<file path="src/rtl/pwm2_pkg.sv">
package pwm2_pkg;
  localparam int FIELD_W = 16;
  localparam int REG_W   = 32;
  localparam int ADDR_W  = 1;
  localparam int HI_LSB  = 16;
  localparam int UPD_BIT = 30;
  localparam int EN_BIT  = 31;
  localparam int PAD_W   = REG_W - 2 - FIELD_W;

  typedef logic [FIELD_W-1:0] field_t;

  typedef struct packed {
    field_t pre;
    field_t div;
    field_t hi;
  } pwm_cfg_t;

  // next value of a counter that wraps after reaching its limit
  function automatic field_t next_count(field_t cnt, field_t lim);
    return (cnt == lim) ? '0 : cnt + 1'b1;
  endfunction

  // high while the period count is below the programmed high time
  function automatic logic level_at(field_t per_cnt, field_t hi);
    return per_cnt < hi;
  endfunction
endpackage

</file>
<file path="src/rtl/pwm2_regs.sv">
module pwm2_regs
  import pwm2_pkg::*;
(
  input  logic              clk,
  input  logic              rst_n,
  input  logic              wr_en,
  input  logic [ADDR_W-1:0] addr,
  input  logic [REG_W-1:0]  wr_data,
  input  logic              copy,
  output pwm_cfg_t          stage_nxt,
  output logic              upd_req,
  output logic              run_q,
  output logic              run_nxt,
  output logic              pend_q,
  output logic [REG_W-1:0]  rd_data
);
  pwm_cfg_t stage_q;
  logic     wr_timing;
  logic     wr_ctrl;
  logic     unused_bits;

  assign wr_timing   = wr_en && (addr == ADDR_W'(0));
  assign wr_ctrl     = wr_en && (addr == ADDR_W'(1));
  assign unused_bits = ^wr_data[UPD_BIT-1:FIELD_W];

  always_comb begin
    stage_nxt = stage_q;
    if (wr_timing) begin
      stage_nxt.div = wr_data[FIELD_W-1:0];
      stage_nxt.hi  = wr_data[HI_LSB +: FIELD_W];
    end
    if (wr_ctrl) begin
      stage_nxt.pre = wr_data[FIELD_W-1:0];
    end
  end

  assign run_nxt = wr_ctrl ? wr_data[EN_BIT] : run_q;
  assign upd_req = pend_q || (wr_ctrl && wr_data[UPD_BIT]);

  always_ff @(posedge clk or negedge rst_n) begin
    if (!rst_n) begin
      stage_q <= '0;
      run_q   <= 1'b0;
      pend_q  <= 1'b0;
    end else begin
      stage_q <= stage_nxt;
      run_q   <= run_nxt;
      pend_q  <= upd_req && !copy;
    end
  end

  always_comb begin
    if (addr == ADDR_W'(0)) begin
      rd_data = {stage_q.hi, stage_q.div};
    end else begin
      rd_data = {run_q, pend_q, {PAD_W{1'b0}}, stage_q.pre};
    end
  end

  // a pending request survives until a copy is taken
  assert_upd_sticky_R7: assert property (@(posedge clk) disable iff (!rst_n)
    (pend_q && !copy) |=> pend_q);
endmodule

</file>
<file path="src/rtl/pwm2_counter.sv">
module pwm2_counter
  import pwm2_pkg::*;
(
  input  logic   clk,
  input  logic   rst_n,
  input  logic   clear,
  input  logic   adv,
  input  field_t lim,
  output field_t cnt,
  output logic   last
);
  always_ff @(posedge clk or negedge rst_n) begin
    if (!rst_n) begin
      cnt <= '0;
    end else if (clear) begin
      cnt <= '0;
    end else if (adv) begin
      cnt <= next_count(cnt, lim);
    end
  end

  assign last = adv && (cnt == lim);

  // an advancing count never runs past its active limit
  assert_cnt_bound_R3: assert property (@(posedge clk) disable iff (!rst_n)
    adv |-> (cnt <= lim));

  // a cleared counter restarts from zero
  assert_clear_zero_R8: assert property (@(posedge clk) disable iff (!rst_n)
    clear |=> (cnt == '0));
endmodule

</file>
<file path="src/rtl/pwm2_gen.sv">
module pwm2_gen
  import pwm2_pkg::*;
#(
  parameter int DATA_W = REG_W,
  parameter int SEL_W  = ADDR_W
) (
  input  logic              clk,
  input  logic              rst_n,
  input  logic              reg_wr,
  input  logic [SEL_W-1:0]  reg_addr,
  input  logic [DATA_W-1:0] reg_wdata,
  output logic [DATA_W-1:0] reg_rdata,
  output logic              pwm_out
);
  pwm_cfg_t stage_nxt;
  pwm_cfg_t act_q;
  logic     upd_req, run_q, run_nxt, pend_q;
  logic     copy, tick, wrap, idle_clr;
  field_t   pre_cnt, per_cnt;

  pwm2_regs u_regs (
    .clk       (clk),
    .rst_n     (rst_n),
    .wr_en     (reg_wr),
    .addr      (reg_addr),
    .wr_data   (reg_wdata),
    .copy      (copy),
    .stage_nxt (stage_nxt),
    .upd_req   (upd_req),
    .run_q     (run_q),
    .run_nxt   (run_nxt),
    .pend_q    (pend_q),
    .rd_data   (reg_rdata)
  );

  assign idle_clr = !run_nxt;

  pwm2_counter u_prescale (
    .clk   (clk),
    .rst_n (rst_n),
    .clear (idle_clr),
    .adv   (run_q),
    .lim   (act_q.pre),
    .cnt   (pre_cnt),
    .last  (tick)
  );

  pwm2_counter u_period (
    .clk   (clk),
    .rst_n (rst_n),
    .clear (idle_clr),
    .adv   (tick),
    .lim   (act_q.div),
    .cnt   (per_cnt),
    .last  (wrap)
  );

  // staged fields move to the active set at a boundary or while stopped
  assign copy = upd_req && (wrap || !run_q);

  always_ff @(posedge clk or negedge rst_n) begin
    if (!rst_n) begin
      act_q <= '0;
    end else if (copy) begin
      act_q <= stage_nxt;
    end
  end

  assign pwm_out = run_q && level_at(per_cnt, act_q.hi);

  // active settings move only on a copy
  assert_act_hold_R6: assert property (@(posedge clk) disable iff (!rst_n)
    !copy |=> $stable(act_q));

  // a running copy happens only at the period boundary
  assert_copy_boundary_R7: assert property (@(posedge clk) disable iff (!rst_n)
    (copy && run_q) |-> wrap);

  // the pending flag drops only because a copy was taken
  assert_pend_clear_R7: assert property (@(posedge clk) disable iff (!rst_n)
    $fell(pend_q) |-> $past(copy));

  // a newly started run begins at the start of a period
  assert_fresh_start_R8: assert property (@(posedge clk) disable iff (!rst_n)
    $rose(run_q) |-> (per_cnt == '0 && pre_cnt == '0));

  // a stopped generator keeps the output low
  assert_idle_low_R8: assert property (@(posedge clk) disable iff (!rst_n)
    !run_q |-> (!pwm_out && per_cnt == '0));
endmodule

</file>
<file path="config.mk">
export PLATFORM = sky130hd
export DESIGN_NAME = pwm2_gen
export DESIGN_NICKNAME = d
export VERILOG_FILES = /design/src/rtl/pwm2_pkg.sv /design/src/rtl/pwm2_regs.sv /design/src/rtl/pwm2_counter.sv /design/src/rtl/pwm2_gen.sv
export SDC_FILE = /design/constraint.sdc
export NUM_CORES = 1
export LEC_CHECK = 0
export ABC_AREA = 1
export BUFFER_PORTS_ARGS = -buffer_cell sky130_fd_sc_hd__buf_2
export CORE_AREA = 2 2 95 142
export CTS_BUF_LIST = sky130_fd_sc_hd__clkbuf_4
export DETAILED_ROUTE_END_ITERATION = 10
export DIE_AREA = 0 0 97 144
export HOLD_SLACK_MARGIN = 0.1
export PLACE_DENSITY_LB_ADDON = 0.25
export SKIP_CTS_REPAIR_TIMING = 1
export SLEW_MARGIN = 20
export SYNTH_ARGS = -nofsm -noshare
export SYNTH_HDL_FRONTEND = slang
export SYNTH_SLANG_ARGS = --single-unit
</file>
<file path="constraint.sdc">
create_clock -name clk -period 1.7 [get_ports clk]
set_input_delay 0.17 -clock clk [delete_from_list [all_inputs] [get_ports clk]]
set_output_delay 0.17 -clock clk [all_outputs]
set_load 0.01 [all_outputs]
</file>
==> impl_summary.log, run 1 <==
[metrics] run status: finished, violations left
[metrics] violations in the final reports: setup timing
[metrics] Leakage: 0.00481 uW
[metrics] internal power: 6380 uW
[metrics] setup repair after global routing missed its margin: yes
[metrics] Hold Fails Final Rpt: 0
[metrics] Area Overhead vs Synth: 35.3%
[metrics] first drt pass iteration count: 5
[metrics] Routed wire per std cell: 16.3 um
[metrics] number of violations reported at the end of detailed-routing iteration 0: 311
[metrics] Async SR Flop Fraction: 100%
[metrics] sequential power share: 42.7%
[metrics] leading cell type in the layout, fill and taps excluded: nand2_1
[metrics] relative contribution of combinational cells to total power: 34.3%
[metrics] max cap viols: 0
[metrics] Core Region: 0.0128 mm^2
[metrics] hold slack: 0.153 ns
[metrics] class of the worst hold path: in2async
[metrics] detailed-route via count: approximately 6700
[metrics] post-route DRC violation count: 0
[metrics] number of slew-limit violations in the final report: 0
[metrics] Switching Share: between 30% and 40%
[metrics] Syn Nets: 949
[metrics] Tcrit/Tclk final: 130%
[metrics] clock latency at the later pin of the worst-skew pair: between 0.5 and 0.6 ns
[metrics] data arrival time at the worst-slack endpoint: 2.04 ns
[metrics] proportion of layout cells with a drive suffix above 1: 26.9%
[metrics] overall die height: 144 um
[metrics] number of flops mapped to enable cells by yosys: 0
[metrics] HPWL after detailed placement: approximately 13000 um
[metrics] ordered list of cells on the worst path: inv_2 -> ha_4 -> a21oi_1 -> o21ai_2 -> nand4_1 -> nand2_1 -> a21oi_2 -> buf_2
[metrics] final std cell area, no fill: 0.00926 mm^2
[metrics] count of yosys warnings during synthesis: 0
[metrics] Buffers & Inverters on Critical Path: 2
[metrics] CTS clk-pin slew, worst paths: 0.13 ns
[metrics] cell family with most CP delay: flip-flops
[metrics] clock tree from TritonCTS: yes
[metrics] count of input and output buffers: 68
[metrics] Setup WS pre-CTS: -0.107 ns
[metrics] critical path peak fanout: 2
[metrics] Yosys reg bits: 130
[metrics] Slew @ Worst Pin: 0.576 ns
[metrics] Worst Setup Start Kind: flop
[metrics] number of placement rows: 51
[metrics] global placement routability congestion: approximately 0.94
[metrics] number of nets with antenna violations after routing: 0
[metrics] number of instances in the synthesized netlist: 896
[metrics] level count of the clock H-tree: 4
[metrics] maximum single-stage delay on the critical path: 0.42 ns
[metrics] Setup Total Neg Slack: -11.54 ns
[metrics] Final nets: 1132
[metrics] IO Pins: 69
[metrics] FF-to-FF Start: u_period.cnt[6]$_DFFE_PN0P_
[metrics] worst clock skew: 0.0320 ns
[metrics] gr ovfl total: 0
[metrics] Initial Util: between 50% and 60%
[metrics] number of global-route vias before repair: 6118
[metrics] setup slack after layout: -0.509 ns
[metrics] part of the Yosys area used for sequential elements: 47.5%
[metrics] number of antenna violations at the first check in global routing: 1
[metrics] die width: 97 um
[metrics] Max-Slew Margin vs Limit: roughly three fifths
[metrics] number of setup violations in the final report: 73
[metrics] switching power: 3840 uW
[metrics] Synth Area per Inst: 7.64 um^2
[metrics] Final min period: roughly 2.2 ns
[metrics] worst-path cell with the longest stage delay: dfrtp_1
[metrics] Total Routing Usage GR: 26.5%
[metrics] routed vias/inst: 5.34
[metrics] aggregate routed wire length: 20300 um
[metrics] beginning of the critical path: act_q[1]$_DFFE_PN0P_
[metrics] maximum VDD drop: 0.719 mV
[metrics] area post-placement: 0.00787 mm^2
[metrics] number of sinks on the clock net: 130
[metrics] largest buffer count on any clock path: 2
[metrics] most frequently used flop master after synthesis: dfrtp_1
[metrics] required time of the critical path: 1.53 ns
[metrics] Inserted Clock Buffers: 17
[metrics] Die Footprint: 0.0140 mm^2
[metrics] fraction of the core area covered by cells at the end of the flow: 72.2%
[metrics] Crit Path Category: reg2out
[metrics] pin count of the biggest net entering global routing: 48
[metrics] library cell used as clock root buffer: clkbuf_4
[metrics] count of cell types in the netlist: 33
[metrics] commonest cells after routing, fill and taps aside: 271 x nand2_1, 125 x dfrtp_1, 86 x inv_1, 83 x buf_4, 77 x nand3_1
[metrics] maximum clock frequency: 453 MHz
[metrics] wire length of the first global-routing pass: 29200 um
[metrics] Setup crit end kind: primary output
[metrics] post-synthesis instance area: 0.00684 mm^2
[metrics] total power per unit cell area: roughly 1100 mW/mm^2
[metrics] clock group share of total power: 22.9%
[synthesized netlist by cell type, types with 2 or more instances]
cell | number | area share, %
a211oi_1 | 2 | 0.22
ha_1 | 17 | 3.1
buf_6 | 4 | 0.66
nor2_1 | 68 | 3.7
nor3_1 | 23 | 1.7
o21bai_1 | 2 | 0.22
nand2_2 | 3 | 0.27
and3_1 | 2 | 0.18
inv_1 | 90 | 4.9
dfrtp_1 | 130 | 48
clkbuf_1 | 20 | 1.1
nand2_1 | 303 | 17
xnor2_1 | 27 | 3.5
xor2_1 | 12 | 1.5
inv_2 | 5 | 0.27
buf_1 | 2 | 0.11
a21oi_1 | 25 | 1.8
nand3_1 | 81 | 5.9
o21ai_0 | 48 | 3.5
nand4_1 | 5 | 0.46
buf_2 | 15 | 1.1
[area by class of cell]
cell class | count | area (um^2)
inverter | 95 | 357
antenna | 1 | 2.50
sequential | 130 | 3260
multi-input combinational | 629 | 3430
fill | 954 | 3570
clock buffer | 17 | 128
timing repair buffer | 206 | 1700
clock inverter | 14 | 179
tap | 159 | 199
[power groups by stage]
stage                     Clock, uW  Combinational, uW  Sequential, uW
after global routing           2490               3900            4440
final                          2340               3510            4370
after CTS                      2350               2810            4310
after detailed placement          0               2790            4360
after global placement            0               2700            4360
after floorplan                   0               1820            4200
[worst paths after layout]
kind | slack, ns | endpoint | cells after the start
setup / recovery | -0.51 | pwm_out | 8
hold reg to reg | 0.50 | act_q[11]$_DFFE_PN0P_ | 2
setup reg to reg | -0.25 | act_q[14]$_DFFE_PN0P_ | 12
min in group clk | 0.15 | u_regs.stage_q[15]$_DFF_PN0_ | 4
hold / removal | 0.15 | u_regs.stage_q[45]$_DFF_PN0_ | 3
max in group asynchronous | 0.57 | act_q[41]$_DFFE_PN0P_ | 3
[stage by stage]
stage	std cells	total power, uW
6_report	1251	10200
5_1_grt	1251	10800
4_1_cts	1190	9460
3_5_place_dp	1159	7160
3_3_place_gp	1159	7060
2_1_floorplan	896	6010
[worst min-delay path: cells and delay by family]
family	cells	cell delay (ns)
buffers and inverters	3	0.93
[registers in the layout (all words and copies together) (netlist names)]
register,flops
act_q,48
u_regs.stage_q,48
u_period.cnt,16
u_prescale.cnt,16
u_regs.pend_q,1
u_regs.run_q,1
[cell families (layout without fill, tap and decap cells)]
family	Yosys count	after routing	share of synthesized area, %
buffers and inverters	137	332	8.28
and+or+nand+nor	489	489	29.4
xor gates and xnor gates	39	39	4.99
AOI/OAI and AO/OA	84	84	6.66
adders and majority gates	17	17	3.11
DFF	130	130	47.5
other	0	1	0
[routing by layer]
layer  global-route usage, %  vias to the layer above  part of all wire (%)
li1                        -                     3191                     -
met1                    28.4                     3194                    36
met2                    49.9                      225                    54
met3                    4.16                       72                   3.9
met4                    14.4                        0                   5.7
met5                       0                        -                     0
No activity file was read; power rests on OpenSTA's default activity.
==> run 2: changes to the inputs <==
Settings changed: ABC_AREA 1 to 0, CORE_AREA 2 2 95 142 to 2 2 130 195, DIE_AREA 0 0 97 144 to 0 0 132 197, PLACE_DENSITY_LB_ADDON 0.25 to not set.
==> run 2 against run 1 <==
- the flow still finishes with violations (setup timing)
- core utilization shrank 33 points
- clock power shrank 17%
- final cell count shrank 13%
- worst hold slack lost 0.027 ns
- global-route usage shrank 13 points
- die area grew 86%
- setup slack lost 0.22 ns
- critical endpoint unchanged
- largest cell class unchanged
==> impl_summary.log, run 2 <==
[metrics] number of flops mapped to enable cells by yosys: 0
[metrics] part of the Yosys area used for sequential elements: 50.6%
[metrics] number of nets with antenna violations after routing: 0
[metrics] logic depth of the worst register-to-register path: 9
[metrics] Final min period: 2.43 ns
[metrics] pin count of the biggest net entering global routing: 70
[metrics] Leakage: 0.00432 uW
[metrics] CTS clk-pin slew, worst paths: 0.13 ns
[metrics] clock tree from TritonCTS: yes
[metrics] die width: 132 um
[metrics] setup slack after layout: -0.733 ns
[metrics] hold slack: 0.126 ns
[metrics] critical path peak fanout: 5
[metrics] Max-Slew Margin vs Limit: about half
[metrics] end point of the critical path: pwm_out
[metrics] Synth Area per Inst: 11.8 um^2
[metrics] routed vias/inst: around 4.6
[metrics] largest buffer count on any clock path: 2
[metrics] aggregate routed wire length: 18200 um
[metrics] Syn Nets: 597
[metrics] number of slew-limit violations in the final report: 0
[metrics] post-route DRC violation count: 0
[metrics] count of input and output buffers: a little under 70
[metrics] detailed-route via count: 5034
[metrics] HPWL after detailed placement: about 12000 um
[metrics] number of violations reported at the end of detailed-routing iteration 0: 223
[metrics] Hold Fails Final Rpt: 0
[metrics] Yosys reg bits: 130
[metrics] filler cell count in the final layout: roughly 2300
[metrics] Setup WS pre-CTS: -0.674 ns
[metrics] number of antenna violations at the first check in global routing: 1
[metrics] Total Routing Usage GR: 13.3%
[metrics] overall die height: 197 um
[metrics] registers with the most flip-flops: act_q (48), u_regs.stage_q (48)
[metrics] first drt pass iteration count: 4
[metrics] count of yosys warnings during synthesis: 0
[metrics] number of global-route vias before repair: 4866
[metrics] cell types with the highest counts after synthesis: 130 x dfrtp_1, 69 x mux2_1, 46 x mux2_2
[metrics] setup repair after global routing missed its margin: yes
[metrics] number of instances in the synthesized netlist: 544
[metrics] FF-to-FF Start: u_period.cnt[5]$_DFFE_PN0P_
[metrics] Final nets: 804
[metrics] maximum VDD drop: ~0.41 mV
[metrics] met2 global-route usage: between 20% and 30%
[metrics] Core Region: 0.0243 mm^2
[metrics] required time of the critical path: 1.53 ns
[metrics] Area Overhead vs Synth: 46.0%
[metrics] proportion of layout cells with a drive suffix above 1: 49.1%
[metrics] Async SR Flop Fraction: 100%
[metrics] max cap viols: 0
[metrics] most frequently used flop master after synthesis: dfrtp_1
[metrics] Routed wire per std cell: 16.7 um
[metrics] area post-placement: 0.00791 mm^2
[metrics] fraction of the core area covered by cells at the end of the flow: 38.7%
[metrics] Initial Util: 26.5%
[metrics] global placement routability congestion: 0.804
[metrics] maximum clock frequency: 411 MHz
[metrics] gr ovfl total: 0
[metrics] Slew @ Worst Pin: 0.727 ns
[metrics] beginning of the critical path: u_period.cnt[5]$_DFFE_PN0P_
[metrics] Worst Setup Start Kind: flop
[metrics] leading cell type in the layout, fill and taps excluded: dfrtp_1
[metrics] wire length of the first global-routing pass: about 26000 um
[metrics] violations in the final reports: setup timing
[metrics] class of the worst hold path: in2async
[metrics] commonest cells after routing, fill and taps aside: 130 x dfrtp_1, 75 x buf_4, 67 x buf_2, 49 x mux2_4, 46 x mux2_2
[metrics] library cell used as clock root buffer: clkbuf_4
[metrics] fraction of synthesized cell area taken by the top area cell type: 50.6%
[metrics] IO Pins: 69
[metrics] data arrival time at the worst-slack endpoint: roughly 2.3 ns
[metrics] Crit Path Category: reg2out
[metrics] terminus of the critical flop-to-flop path: act_q[21]$_DFFE_PN0P_
[metrics] number of sinks on the clock net: 130
[metrics] Tcrit/Tclk final: 143%
[metrics] run status: finished, violations left
[metrics] met3 usage: 2.93%
[metrics] clock latency at the later pin of the worst-skew pair: just under 0.6 ns
[metrics] met1 demand-to-capacity share in global routing: 14.2%
[metrics] number of setup violations in the final report: 81
[metrics] GRT Max-Usage Layer: met2
[metrics] Inserted Clock Buffers: 17
[metrics] register-to-register path setup slack: -0.72 ns
[metrics] number of placement rows: 70
[metrics] Setup crit end kind: primary output
[metrics] count of cell types in the netlist: 46
[metrics] worst clock skew: 0.0317 ns
[metrics] most used standard cell by instance count after synthesis: dfrtp_1
[metrics] cell accounting for the most synthesized area: dfrtp_1
[metrics] Setup Total Neg Slack: -41.36 ns
[metrics] level count of the clock H-tree: 4
[metrics] final std cell area, no fill: 0.00939 mm^2
[metrics] total power per unit cell area: 1040 mW/mm^2
[metrics] Die Footprint: 0.0260 mm^2
[metrics] leading cell types by total area after synthesis: dfrtp_1 51%, mux2_1 12%, mux2_2 8.1%
[metrics] post-synthesis instance area: between 0.006 and 0.007 mm^2
## run 2: changes by cell type after synthesis, sizes merged, moves of 7 or more
cell,change
o31ai,+7
clkbuf,-14
nor2,-58
a21oi,-15
nand4,+8
inv,-69
nand3,-67
nor2b,+15
nand2,-291
mux2,+115
xnor2,-10
and3,+16
a21o,+7
o21ai,-17
## run 2: where the power goes
part / leakage (uW) / switching (uW) / internal, uW
combinational: 0.00259 / 1410 / 2000
clock: 0.000126 / 1250 / 705
sequential: 0.00161 / 524 / 3850
## run 2: worst min path at each step
stage / start / endpoint / slack (ns)
2_1_floorplan: rst_n / act_q[0]$_DFFE_PN0P_ / -0.13
3_3_place_gp: rst_n / u_regs.stage_q[10]$_DFF_PN0_ / 0.07
3_5_place_dp: rst_n / u_regs.stage_q[10]$_DFF_PN0_ / 0.07
4_1_cts: rst_n / u_regs.stage_q[10]$_DFF_PN0_ / -0.57
5_1_grt: reg_wr / u_regs.stage_q[44]$_DFF_PN0_ / 0.11
6_report: rst_n / act_q[9]$_DFFE_PN0P_ / 0.13
## run 2: cells by family (layout without fill, tap and decap cells)
| group | count (synthesis) | after routing | share of synthesized area [%] |
|---|---|---|---|
| compound gates | 70 | 70 | 6.52 |
| xor+xnor | 35 | 35 | 4.77 |
| fa+ha+maj | 17 | 17 | 3.31 |
| buf+inv | 48 | 268 | 3.29 |
| flops | 130 | 130 | 50.6 |
| mux | 116 | 116 | 20.3 |
| other cells | 0 | 1 | 0 |
| simple gates | 128 | 128 | 11.2 |
## run 2: layer usage
metal | vias up | wire [um]
li1 | 2364 | -
met1 | 2526 | 7110
met2 | 110 | 10100
met3 | 34 | 475
met4 | 0 | 570
met5 | - | 0
## run 2: worst max-delay path: stages, from the launching register on
cell	delay [ns]
dfrtp_1	0.42
buf_6	0.14
ha_4	0.21
a21o_1	0.15
a21o_1	0.15
a21oi_1	0.12
o21ai_1	0.09
a211oi_2	0.25
buf_2	0.18
## run 2: area by class of cell
cell class / count / area (um^2) / share of cell area [%]
tap: 324 / 405 / 4.32
inverter: 26 / 97.6 / 1.04
antenna: 1 / 2.50 / 0.0267
clock inverter: 15 / 118 / 1.25
multi-input combinational: 366 / 3600 / 38.3
clock buffer: 17 / 128 / 1.36
timing repair buffer: 210 / 1790 / 19.0
sequential: 130 / 3250 / 34.7
## run 2: stage by stage
step / cells / total power, uW
final: 1089 / 9730
after global routing: 1089 / 10300
after CTS: 1034 / 8860
after detailed placement: 1002 / 6880
after global placement: 1002 / 6800
after floorplan: 544 / 5820
==> run 3: changes to the inputs <==
Clock period 1.7 ns to 1.95 ns, I/O delays scaled along.
==> run 3 against run 2 <==
- the flow still finishes with violations (setup timing)
- clock power is 25% lower
- sequential power shrank 12%
- setup slack gained 0.20 ns
- via count rose by 0.26%
- wire length rose by 1.0%
- critical path depth unchanged
- clock-buffer cell count did not move
- core utilization decreased by 0.84 points
- sequential share of layout area grew 0.76 points
- global-route usage fell by 0.51 points
- worst hold slack improved by 0.057 ns
- register-to-register slack better by 0.25 ns
- critical path type unchanged
- largest cell class unchanged
==> impl_summary.log, run 3 (synthesis results as in run 2) <==
[metrics] gr ovfl total: 0
[metrics] max cap viols: 0
[metrics] detailed-route via count: between 5000 and 6000
[metrics] violations in the final reports: setup timing
[metrics] maximum VDD drop: 0.497 mV
[metrics] first drt pass iteration count: 5
[metrics] library cell used as clock root buffer: clkbuf_4
[metrics] commonest cells after routing, fill and taps aside: 130 x dfrtp_1, 67 x buf_2, 65 x buf_4, 49 x mux2_4, 46 x mux2_2
[metrics] class of the worst hold path: in2reg
[metrics] Setup Total Neg Slack: -24.69 ns
[metrics] Final min period: approximately 2.5 ns
[metrics] logic depth of the worst register-to-register path: 8
[metrics] switching power: about 2700 uW
[metrics] Worst Setup Start Kind: flop
[metrics] relative contribution of combinational cells to total power: 34.9%
[metrics] hold path startpoint: reg_wr
[metrics] Slew @ Worst Pin: 0.772 ns
[metrics] CTS clk-pin slew, worst paths: 0.11 ns
[metrics] number of antenna violations at the first check in global routing: 1
[metrics] post-route DRC violation count: 0
[metrics] IO Pins: 69
[metrics] Tcrit/Tclk final: 127%
[metrics] Setup WS pre-CTS: -0.366 ns
[metrics] Setup crit end kind: primary output
[metrics] number of violations reported at the end of detailed-routing iteration 0: 211
[metrics] setup slack after layout: -0.530 ns
[metrics] data arrival time at the worst-slack endpoint: ~2.3 ns
[metrics] clock tree from TritonCTS: yes
[metrics] die width: 132 um
[metrics] Die Footprint: 0.0260 mm^2
[metrics] count of input and output buffers: 68
[metrics] Max-Slew Margin vs Limit: between 40% and 50%
[metrics] Leakage: 0.00423 uW
[metrics] Core Region: roughly 0.024 mm^2
[metrics] overall die height: between 150 and 200 um
[metrics] pin count of the biggest net entering global routing: 61
[metrics] setup repair after global routing missed its margin: yes
[metrics] Routed wire per std cell: 17.1 um
[metrics] clock latency at the later pin of the worst-skew pair: about 0.55 ns
[metrics] area post-placement: 0.00770 mm^2
[metrics] Hold Path Stages: 3
[metrics] number of sinks on the clock net: 130
[metrics] Total Routing Usage GR: between 10 and 15%
[metrics] number of setup violations in the final report: 81
[metrics] sequential power share: 47.2%
[metrics] proportion of layout cells with a drive suffix above 1: 47.5%
[metrics] routed vias/inst: 4.69
[metrics] largest buffer count on any clock path: 2
[metrics] Inserted Clock Buffers: 17
[metrics] number of global-route vias before repair: 4820
[metrics] FF-to-FF Start: act_q[36]$_DFFE_PN0P_
[metrics] Crit Path Category: reg2out
[metrics] beginning of the critical path: u_period.cnt[1]$_DFFE_PN0P_
[metrics] Initial Util: 26.5%
[metrics] aggregate routed wire length: 18400 um
[metrics] number of nets with antenna violations after routing: 0
[metrics] internal power: 5450 uW
[metrics] level count of the clock H-tree: 4
[metrics] critical path peak fanout: 2
[metrics] Final nets: 793
[metrics] fraction of the core area covered by cells at the end of the flow: 37.9%
[metrics] wire length of the first global-routing pass: between 20000 and 30000 um
[metrics] run status: finished, violations left
[metrics] HPWL after detailed placement: 12400 um
[metrics] registers with the most flip-flops: act_q (48), u_regs.stage_q (48)
[metrics] clock group share of total power: 17.9%
[metrics] number of slew-limit violations in the final report: 0
[metrics] total power per unit cell area: 887 mW/mm^2
[metrics] Area Overhead vs Synth: 42.8%
[metrics] PnR Total Power: 8140 uW
[metrics] global placement routability congestion: 0.808
[metrics] required time of the critical path: 1.75 ns
[metrics] leading cell type in the layout, fill and taps excluded: dfrtp_1
[metrics] Hold Fails Final Rpt: 0
[metrics] number of placement rows: 70
[metrics] worst clock skew: between 0.01 and 0.015 ns
[metrics] final std cell area, no fill: 0.00919 mm^2
[metrics] Switching Share: 33.0%
[metrics] maximum clock frequency: 403 MHz
==> run 3: cell count changes in the layout (fill, tap and decap cells not counted), sizes merged <==
cell / before / now
inv: 28 / 26
buf: 172 / 161
clkinv: 8 / 10
bufinv: 1 / 0
==> run 3: path summary, 6_finish.rpt <==
check                                                      end  slack, ns
worst max-delay path                                   pwm_out      -0.53
worst min-delay path                   u_regs.pend_q$_DFF_PN0_       0.18
worst max register to register           act_q[36]$_DFFE_PN0P_      -0.47
worst min register to register            act_q[7]$_DFFE_PN0P_       0.52
max in group asynchronous         u_regs.stage_q[31]$_DFF_PN0_       0.56
min in group asynchronous       u_prescale.cnt[11]$_DFFE_PN0P_       0.21
==> run 3: layout make-up <==
class | count | area [um^2]
clock inverters | 14 | 75.1
fillers | 2341 | 15100
repair buffers | 199 | 1660
diodes | 1 | 2.50
inverters | 26 | 97.6
well taps | 324 | 405
flip-flops and latches | 130 | 3250
clock buffers | 17 | 128
multi-input cells | 366 | 3570
==> run 3: per-layer routing <==
layer | vias up | track usage, % | wire length, um
met5 | - | 0 | 0
met4 | 0 | 5.60 | 515
met3 | 33 | 2.75 | 470
met2 | 108 | 23.2 | 10000
met1 | 2560 | 14.3 | 7440
li1 | 2346 | - | -
==> run 3: worst max-delay path, cell delays in order (launching register included) <==
cell and delay, ns:
dfrtp_1 0.41, buf_6 0.13, ha_4 0.20, a21o_1 0.19, a21o_1 0.16, a21oi_2 0.16
o21ai_2 0.09, a211oi_2 0.24, buf_2 0.17
==> run 3: power by group through the flow <==
stage / registers, uW / logic (uW) / clock network (uW)
after floorplan: 3700 / 1350 / 0
after global placement: 3840 / 2010 / 0
final: 3850 / 2840 / 1460
after detailed placement: 3860 / 2060 / 0
after global routing: 3920 / 3080 / 1650
after CTS: 3800 / 2070 / 1520
==> run 3: through the flow <==
| stage | hold slack, ns | std cells |
|---|---|---|
| 2_1_floorplan | -0.101 | 544 |
| 5_1_grt | 0.153 | 1077 |
| 3_5_place_dp | 0.0990 | 987 |
| 4_1_cts | -0.513 | 1018 |
| 3_3_place_gp | 0.0982 | 987 |
| 6_report | 0.182 | 1077 |
